**config.mk**
```make
export PLATFORM = sky130hd
export DESIGN_NAME = mem_resp_watchdog
export DESIGN_NICKNAME = d
export VERILOG_FILES = /design/src/rtl/mrw_pkg.sv /design/src/rtl/mrw_seq.sv /design/src/rtl/mrw_downcnt.sv /design/src/rtl/mrw_sticky.sv /design/src/rtl/mem_resp_watchdog.sv
export SDC_FILE = /design/constraint.sdc
export NUM_CORES = 1
export LEC_CHECK = 0
export ABC_AREA = 1
export BUFFER_PORTS_ARGS = -buffer_cell sky130_fd_sc_hd__buf_2
export CORE_MARGIN = 5
export CORE_UTILIZATION = 40
export DETAILED_ROUTE_END_ITERATION = 8
export PLACE_DENSITY_LB_ADDON = 0.2
export REMOVE_ABC_BUFFERS = 1
export SKIP_LAST_GASP = 1
export SYNTH_ARGS = -nofsm -noshare
export SYNTH_HDL_FRONTEND = slang
export SYNTH_SLANG_ARGS = --single-unit
```
**constraint.sdc**
```tcl
create_clock -name clk -period 2.2 [get_ports clk]
set_input_delay 0.22 -clock clk [delete_from_list [all_inputs] [get_ports clk]]
set_output_delay 0.22 -clock clk [all_outputs]
set_load 0.005 [all_outputs]
```
**src/rtl/mrw_pkg.sv**
```systemverilog
// Package: shared types for the memory response watchdog.
// Holds the sequencer state encoding and the counter operation code.
package mrw_pkg;

    // Sequencer state: waiting, counting a pending access, or frozen at zero.
    typedef enum logic [1:0] {
        WD_IDLE    = 2'd0,
        WD_ARMED   = 2'd1,
        WD_EXPIRED = 2'd2
    } wd_state_t;

    // Operation the sequencer requests from the down-counter each cycle.
    typedef enum logic [1:0] {
        CNT_HOLD = 2'd0,
        CNT_LOAD = 2'd1,
        CNT_DEC  = 2'd2
    } cnt_op_t;

endpackage

```
**src/rtl/mrw_seq.sv**
```systemverilog
// Module: mrw_seq
// Decides each cycle whether the counter loads, decrements or holds.
// It tracks whether an access is outstanding and flags the single cycle
// in which the count runs out.
// Assumes: cnt_at_one is derived from the counter's current value.
// A ready response takes priority over counting, and a start with a
// zero limit is ignored.
module mrw_seq
    import mrw_pkg::*;
(
    input  logic      clk,
    input  logic      rst_n,
    input  logic      acc_start,
    input  logic      mem_ready,
    input  logic      cfg_nonzero,
    input  logic      cnt_at_one,
    output wd_state_t state,
    output cnt_op_t   cnt_op,
    output logic      expire_pulse
);

    wd_state_t state_d;
    logic      arm_req;

    assign arm_req = acc_start & cfg_nonzero;

    // Next state and counter operation from the current state and the strobes.
    always_comb begin
        state_d      = state;
        cnt_op       = CNT_HOLD;
        expire_pulse = 1'b0;
        if (mem_ready) begin
            cnt_op  = CNT_LOAD;
            state_d = arm_req ? WD_ARMED : WD_IDLE;
        end else if (arm_req) begin
            cnt_op  = CNT_LOAD;
            state_d = WD_ARMED;
        end else begin
            case (state)
                WD_ARMED: begin
                    cnt_op = CNT_DEC;
                    if (cnt_at_one) begin
                        state_d      = WD_EXPIRED;
                        expire_pulse = 1'b1;
                    end
                end
                default: state_d = state;
            endcase
        end
    end

    // State register with synchronous active-low reset.
    always_ff @(posedge clk) begin
        if (!rst_n) state <= WD_IDLE;
        else        state <= state_d;
    end

endmodule

```
**src/rtl/mrw_downcnt.sv**
```systemverilog
// Module: mrw_downcnt
// A down-counter register that loads, decrements or holds on command.
// Assumes: the sequencer never asks for a decrement at zero. The counter
// still saturates at zero so that it can never wrap.
module mrw_downcnt
    import mrw_pkg::*;
#(
    parameter int CNT_W = 8
) (
    input  logic             clk,
    input  logic             rst_n,
    input  cnt_op_t          op,
    input  logic [CNT_W-1:0] load_val,
    output logic [CNT_W-1:0] count,
    output logic             at_one
);

    localparam logic [CNT_W-1:0] ONE = {{(CNT_W-1){1'b0}}, 1'b1};

    assign at_one = (count == ONE);

    // Count register: load the limit, step down toward zero, or keep.
    always_ff @(posedge clk) begin
        if (!rst_n) begin
            count <= '0;
        end else begin
            case (op)
                CNT_LOAD: count <= load_val;
                CNT_DEC:  count <= (count == '0) ? count : count - ONE;
                default:  count <= count;
            endcase
        end
    end

endmodule

```
**src/rtl/mrw_sticky.sv**
```systemverilog
// Module: mrw_sticky
// A sticky event flag: set by a one-cycle event, cleared by a strobe.
// Assumes: when set and clear arrive together, the set wins, so no
// expiry is lost.
module mrw_sticky (
    input  logic clk,
    input  logic rst_n,
    input  logic set_evt,
    input  logic clr_req,
    output logic flag
);

    // Flag register: set has priority over clear.
    always_ff @(posedge clk) begin
        if (!rst_n)       flag <= 1'b0;
        else if (set_evt) flag <= 1'b1;
        else if (clr_req) flag <= 1'b0;
    end

endmodule

```
**src/rtl/mem_resp_watchdog.sv**
```systemverilog
// Module: mem_resp_watchdog
// Watchdog for memory responses. Each access start arms a down-counter
// from reload_cfg, and each ready response reloads it. When the count
// reaches zero without a response, the counter freezes and a sticky
// flag is raised.
// Assumes: all inputs are synchronous to clk. A reload_cfg of zero
// disables the watchdog.
module mem_resp_watchdog
    import mrw_pkg::*;
#(
    parameter int CNT_W = 8
) (
    input  logic             clk,
    input  logic             rst_n,
    input  logic             acc_start,
    input  logic             mem_ready,
    input  logic [CNT_W-1:0] reload_cfg,
    input  logic             flag_clr,
    output logic [CNT_W-1:0] count_val,
    output logic             timeout_flag
);

    wd_state_t st_q;
    cnt_op_t   op_w;
    logic      expire_w;
    logic      at_one_w;
    logic      cfg_nz_w;

    assign cfg_nz_w = |reload_cfg;

    mrw_seq u_seq (
        .clk          (clk),
        .rst_n        (rst_n),
        .acc_start    (acc_start),
        .mem_ready    (mem_ready),
        .cfg_nonzero  (cfg_nz_w),
        .cnt_at_one   (at_one_w),
        .state        (st_q),
        .cnt_op       (op_w),
        .expire_pulse (expire_w)
    );

    mrw_downcnt #(.CNT_W(CNT_W)) u_cnt (
        .clk      (clk),
        .rst_n    (rst_n),
        .op       (op_w),
        .load_val (reload_cfg),
        .count    (count_val),
        .at_one   (at_one_w)
    );

    mrw_sticky u_flag (
        .clk     (clk),
        .rst_n   (rst_n),
        .set_evt (expire_w),
        .clr_req (flag_clr),
        .flag    (timeout_flag)
    );

endmodule

```
-- Yosys cells after proc, flatten, opt, wreduce, memory -nomap -nowiden
Cells that the tools add are included.
- register bits after elaboration: 11
- bits in latches: 0
- bits in writable memories: 0
- memory bits (read-only): 0
- bits of input ports: 13
- output and inout bits: 9
- memories kept: 0
- $add $sub $neg: 1
- $mul: 0
- div/mod/pow operators: 0
- order comparisons: 0
- equal/unequal tests: 5
- shift-type cells: 0
- muxes and demuxes: 16
- bitwise operators: 1
- reduce and logical (&&, ||, !) cells: 8
- operator list (operator ; number):
    $pmux 8 s2 ; 1
    $mux 2 ; 7
    $eq 8x1->1 const B ; 1
    $logic_not 8->1 ; 1
    $mux 8 ; 1
    $reduce_or 8->1 ; 1
    $sub 8x1->8 const B ; 1
    $mux 1 ; 7
    $reduce_bool 3->1 ; 2
    $eq 2x1->1 const B ; 2
    $reduce_and 2->1 ; 2
    $reduce_bool 2->1 ; 2
    $eq 2x2->1 const B ; 1
    $ne 2x2->1 const B ; 1
    $and 1x1->1 ; 1

-- Longest topological paths before layout
- word-level depth: 7
- depth in mapped cells: 9
- gate-level depth less buffers: 9

-- Hierarchy
Synthesis repeated with hierarchy kept, for this count alone.
- cells, all modules: 142
- area total of the unflattened synthesis: 868.3 sq um
- by module, submodules not included (module ; times used ; cells each ; area each (sq um) ; sequential area each (sq um)):
    mrw_downcnt ; 1 ; 104 ; 658.1 ; 160.2
    mrw_seq ; 1 ; 17 ; 110.1 ; 40.0
    mem_resp_watchdog ; 1 ; 15 ; 56.3 ; 0.0
    mrw_sticky ; 1 ; 6 ; 43.8 ; 20.0

-- Worst setup path after synthesis
Ideal clock, no wire load.
- path type: register -> register
- start: register u_cnt.count[0]
- end: register u_cnt.count[3]
- setup time: 109 ps
- arrival time: 1326 ps
- required time: 2091 ps
- setup slack: 765 ps
- cell stages (with the launch flop): 10
- buffers on the path: 0
- period minus slack after synthesis: 1435 ps
- path through: dfxtp_1 -> inv_1 -> ha_1 -> nand2_2 -> o21ai_4 -> nand3_4 -> nor2_1 -> nor2_1 -> nand2_1 -> inv_1
- word-level cells in the longest chain between the ends: 3
- elaborated cells between the ends (all ways): 6
- classes of those cells: add/sub: 1; eq/ne: 1; mux: 2; reduce/logical: 2
- ends and longest elaborated chain (item ; line ; text):
    from (decl) ; mrw_downcnt.sv:14 ; output logic [CNT_W-1:0] count,
    from (signal assigned) ; mrw_downcnt.sv:28 ; CNT_LOAD: count <= load_val;
    from (signal assigned) ; mrw_downcnt.sv:29 ; CNT_DEC: count <= (count == '0) ? count : count - ONE;
    from (signal assigned) ; mrw_downcnt.sv:30 ; default: count <= count;
    $sub 8x1->8 or $logic_not 8->1 (tied branches) ; mrw_downcnt.sv:29 ;
    $mux 8 or $ne 2x2->1 (tied branches) ; n/a ;
    $pmux 8 s2 or $reduce_and 2->1 (tied branches) ; n/a ;
Parallel ways exist; a longest one is shown, timed or not. The select of a mux whose other input is x is not followed.
A chain may end at the register's enable or synchronous reset.

-- Worst setup path after layout
- start: register u_cnt.count[0]
- end: register u_cnt.count[5]
Same word-level chain as after synthesis.

==> impl_metrics.env <==
export IMPL_drv_slew=0
export IMPL_cts_tree="yes"
export IMPL_cts_max_path_buffers=2
export IMPL_grt_max_degree=14
export IMPL_ctsHoldBuffers=0
export IMPL_grt_pass1_vias=737
export IMPL_crit_required_ps=2380
export IMPL_dieArea_um2=2920
export IMPL_die_w_um=54.1
export IMPL_power_density_nw_per_um2=550
export IMPL_hold_class="input pin to flop"
export IMPL_vias_per_cell=4.75
export IMPL_yosysMostFrequentCell="nand2_1"
export IMPL_combPwrFrac_pct=27.5
export IMPL_rsz0062_at_grt="no"
export IMPL_synth_avg_cell_area_um2=6.47
export IMPL_whs_ps=223
export IMPL_grt_pass1_wl_um=3140
export IMPL_crit_fanout=8
export IMPL_drc=0
export IMPL_core_area_um2=1900
export IMPL_synthesis_area_um2=777
export IMPL_internal_power_uw=336
export IMPL_status="completed"
export IMPL_synth_seq_cells=11
export IMPL_dpl_instance_area_um2=905
export IMPL_place_inst=166
export IMPL_multiInputGateArea_um2=474
export IMPL_synth_ff_type="dfxtp_1"
export IMPL_totalWireLength_um=1830
export IMPL_fillers=218
export IMPL_synth_edff_count=0
export IMPL_ys_types=24
export IMPL_arrival_ps=1800
export IMPL_yosysTopAreaCell="dfxtp_1"
export IMPL_min_period_ps=1620
export IMPL_wl_per_cell_um=10.8
export IMPL_drtAntennaViolNets=0
export IMPL_grt_overflow_total=0
export IMPL_start_util_pct=40.9
export IMPL_worst_pin_slew_ps=558
export IMPL_reg2reg_slack_ps=580
export IMPL_final_util_pct=49.0
export IMPL_cp_start_kind="flop"
export IMPL_seqPwrFrac_pct=44.4
export IMPL_finalHoldViolCount=0
export IMPL_fmax_mhz=616
export IMPL_slew_headroom_pct=62.8
export IMPL_cts_sinks=11
export IMPL_critPathCaptureType="flop"
export IMPL_instances_no_fill=170
export IMPL_num_nets_final=159
export IMPL_htreeDepth=1
export IMPL_ir_drop_uv=288
export IMPL_clk_latency_ps=270
export IMPL_yosys_warnings=0
export IMPL_p_clk_share_pct=28.1
export IMPL_regArea_um2=220
export IMPL_vias=807
export IMPL_hold_path_end="u_flag.flag"
export IMPL_ios=22
export IMPL_drtPass1Iterations=4
export IMPL_layout_drive_gt1_share_pct=23.1
export IMPL_grt_total_usage_pct=15.0
export IMPL_async_flop_share_pct=0
export IMPL_reg2reg_from="u_cnt.count[0]"
export IMPL_clkTransAtPathRegs_ps=80
export IMPL_antenna_found_initial=0
export IMPL_leakage_nw=0.493
export IMPL_place_hpwl_um=1440
export IMPL_syn_inst=120
export IMPL_post_cts_buffers=0
export IMPL_synth_commonest_cells="29 x nand2_1, 19 x nor2_1, 17 x inv_1"
export IMPL_maxCapViolations=0
export IMPL_final_cell_area_um2=932
export IMPL_finalSetupViolations=0
export IMPL_period_share_pct=73.8
export IMPL_cts_resized=0
export IMPL_synth_area_top_cells="dfxtp_1 28%, nand2_1 14%, nor2_1 9.2%"
export IMPL_portBuffers=21
export IMPL_crit_type="flop to flop"
export IMPL_synth_top_area_share_pct=28.3
export IMPL_netSwitchingFraction_pct=34.5
export IMPL_worst_clock_skew_ps=0.265
export IMPL_power_switching_uw=177
export IMPL_hp_start="flag_clr"
export IMPL_rows=16
export IMPL_die_h_um=54.1
export IMPL_yosysSeqAreaShare_pct=28.3
export IMPL_worstHoldPathCells=3
export IMPL_reg2reg_depth=9
export IMPL_place_gp_congestion=0.816
export IMPL_antenna_cells=0
export IMPL_cts_made_buffers=3
export IMPL_cts_root_buf="clkbuf_4"
export IMPL_drtIter0Drc=13
export IMPL_area_growth_pct=20.0
export IMPL_fin_tns_setup_ps=0
export IMPL_worstReg2RegEnd="u_cnt.count[5]"
-- critical path: stages (launching register included) --
cell,delay (ps)
dfxtp_1,340
inv_1,160
ha_1,240
nand2_2,120
o21ai_4,220
nand3_4,150
nor2_1,140
nor2_1,50
nand2_1,70
inv_1,30
-- routing by layer --
layer / global-route usage [%] / vias up / share of wire, %
li1: - / 436 / -
met1: 19.6 / 346 / 46
met2: 23.4 / 21 / 46
met3: 2.77 / 4 / 6.0
met4: 7.47 / 0 / 1.3
met5: 0 / - / 0
-- layout by cell type, fill, tap and decap left out --
cell,n
a211oi_1,1
a21oi_1,7
buf_2,21
clkbuf_4,3
clkinv_2,1
dfxtp_1,11
ha_1,2
inv_1,17
inv_2,2
nand2_1,29
nand2_2,1
nand3_1,7
nand3_2,1
nand3_4,1
nand3b_1,1
nand4_1,9
nor2_1,19
nor2_4,1
o2111ai_1,1
o21ai_2,1
o21ai_4,1
o31ai_1,1
or2_1,1
xnor2_1,1
xor2_1,3
-- logic make-up (layout without fill, tap and decap cells) --
group / Yosys count / after routing / share of synthesized area (%)
AND/OR/NAND/NOR: 70 / 70 / 42.5
buffers and inverters: 21 / 44 / 10.6
AO/OA/AOI/OAI: 12 / 12 / 10.8
XOR/XNOR: 4 / 4 / 4.51
adder cells (fa/ha/maj): 2 / 2 / 3.22
flip-flops: 11 / 11 / 28.3
-- cell type report --
class | instances | share of cell area, %
multi-input combinational | 88 | 50.9
sequential | 11 | 23.6
timing repair buffer | 21 | 11.3
inverter | 19 | 7.65
tap | 27 | 3.62
clock buffer | 3 | 2.42
clock inverter | 1 | 0.537
-- state kept, by name (all words and copies together), names as in the netlist --
| name | cells |
|---|---|
| u_cnt.count | 8 |
| u_flag.flag | 1 |
| u_seq.state | 2 |
-- metrics by stage --
stage | setup slack (ps) | power, mW
after floorplan | 751 | 0.329
after global placement | 557 | 0.373
after detailed placement | 538 | 0.374
after CTS | 566 | 0.522
after global routing | 412 | 0.554
final | 576 | 0.513
-- power groups by stage --
stage	Sequential, mW	Combinational (mW)	Clock (mW)
after floorplan	0.232	0.0974	0
after global placement	0.232	0.141	0
after detailed placement	0.233	0.141	0
after CTS	0.228	0.143	0.151
after global routing	0.231	0.163	0.159
final	0.228	0.141	0.144
-- worst max-delay path by stage --
stage | slack, ps | startpoint | end
2_1_floorplan | 750 | u_cnt.count[0] | u_cnt.count[3]
3_3_place_gp | 560 | reload_cfg[7] | u_cnt.count[5]
3_5_place_dp | 540 | reload_cfg[7] | u_cnt.count[5]
4_1_cts | 570 | u_cnt.count[0] | u_cnt.count[5]
5_1_grt | 410 | u_cnt.count[0] | u_cnt.count[3]
6_report | 580 | u_cnt.count[0] | u_cnt.count[5]
Note: power is estimated with default switching activity, not from simulation.
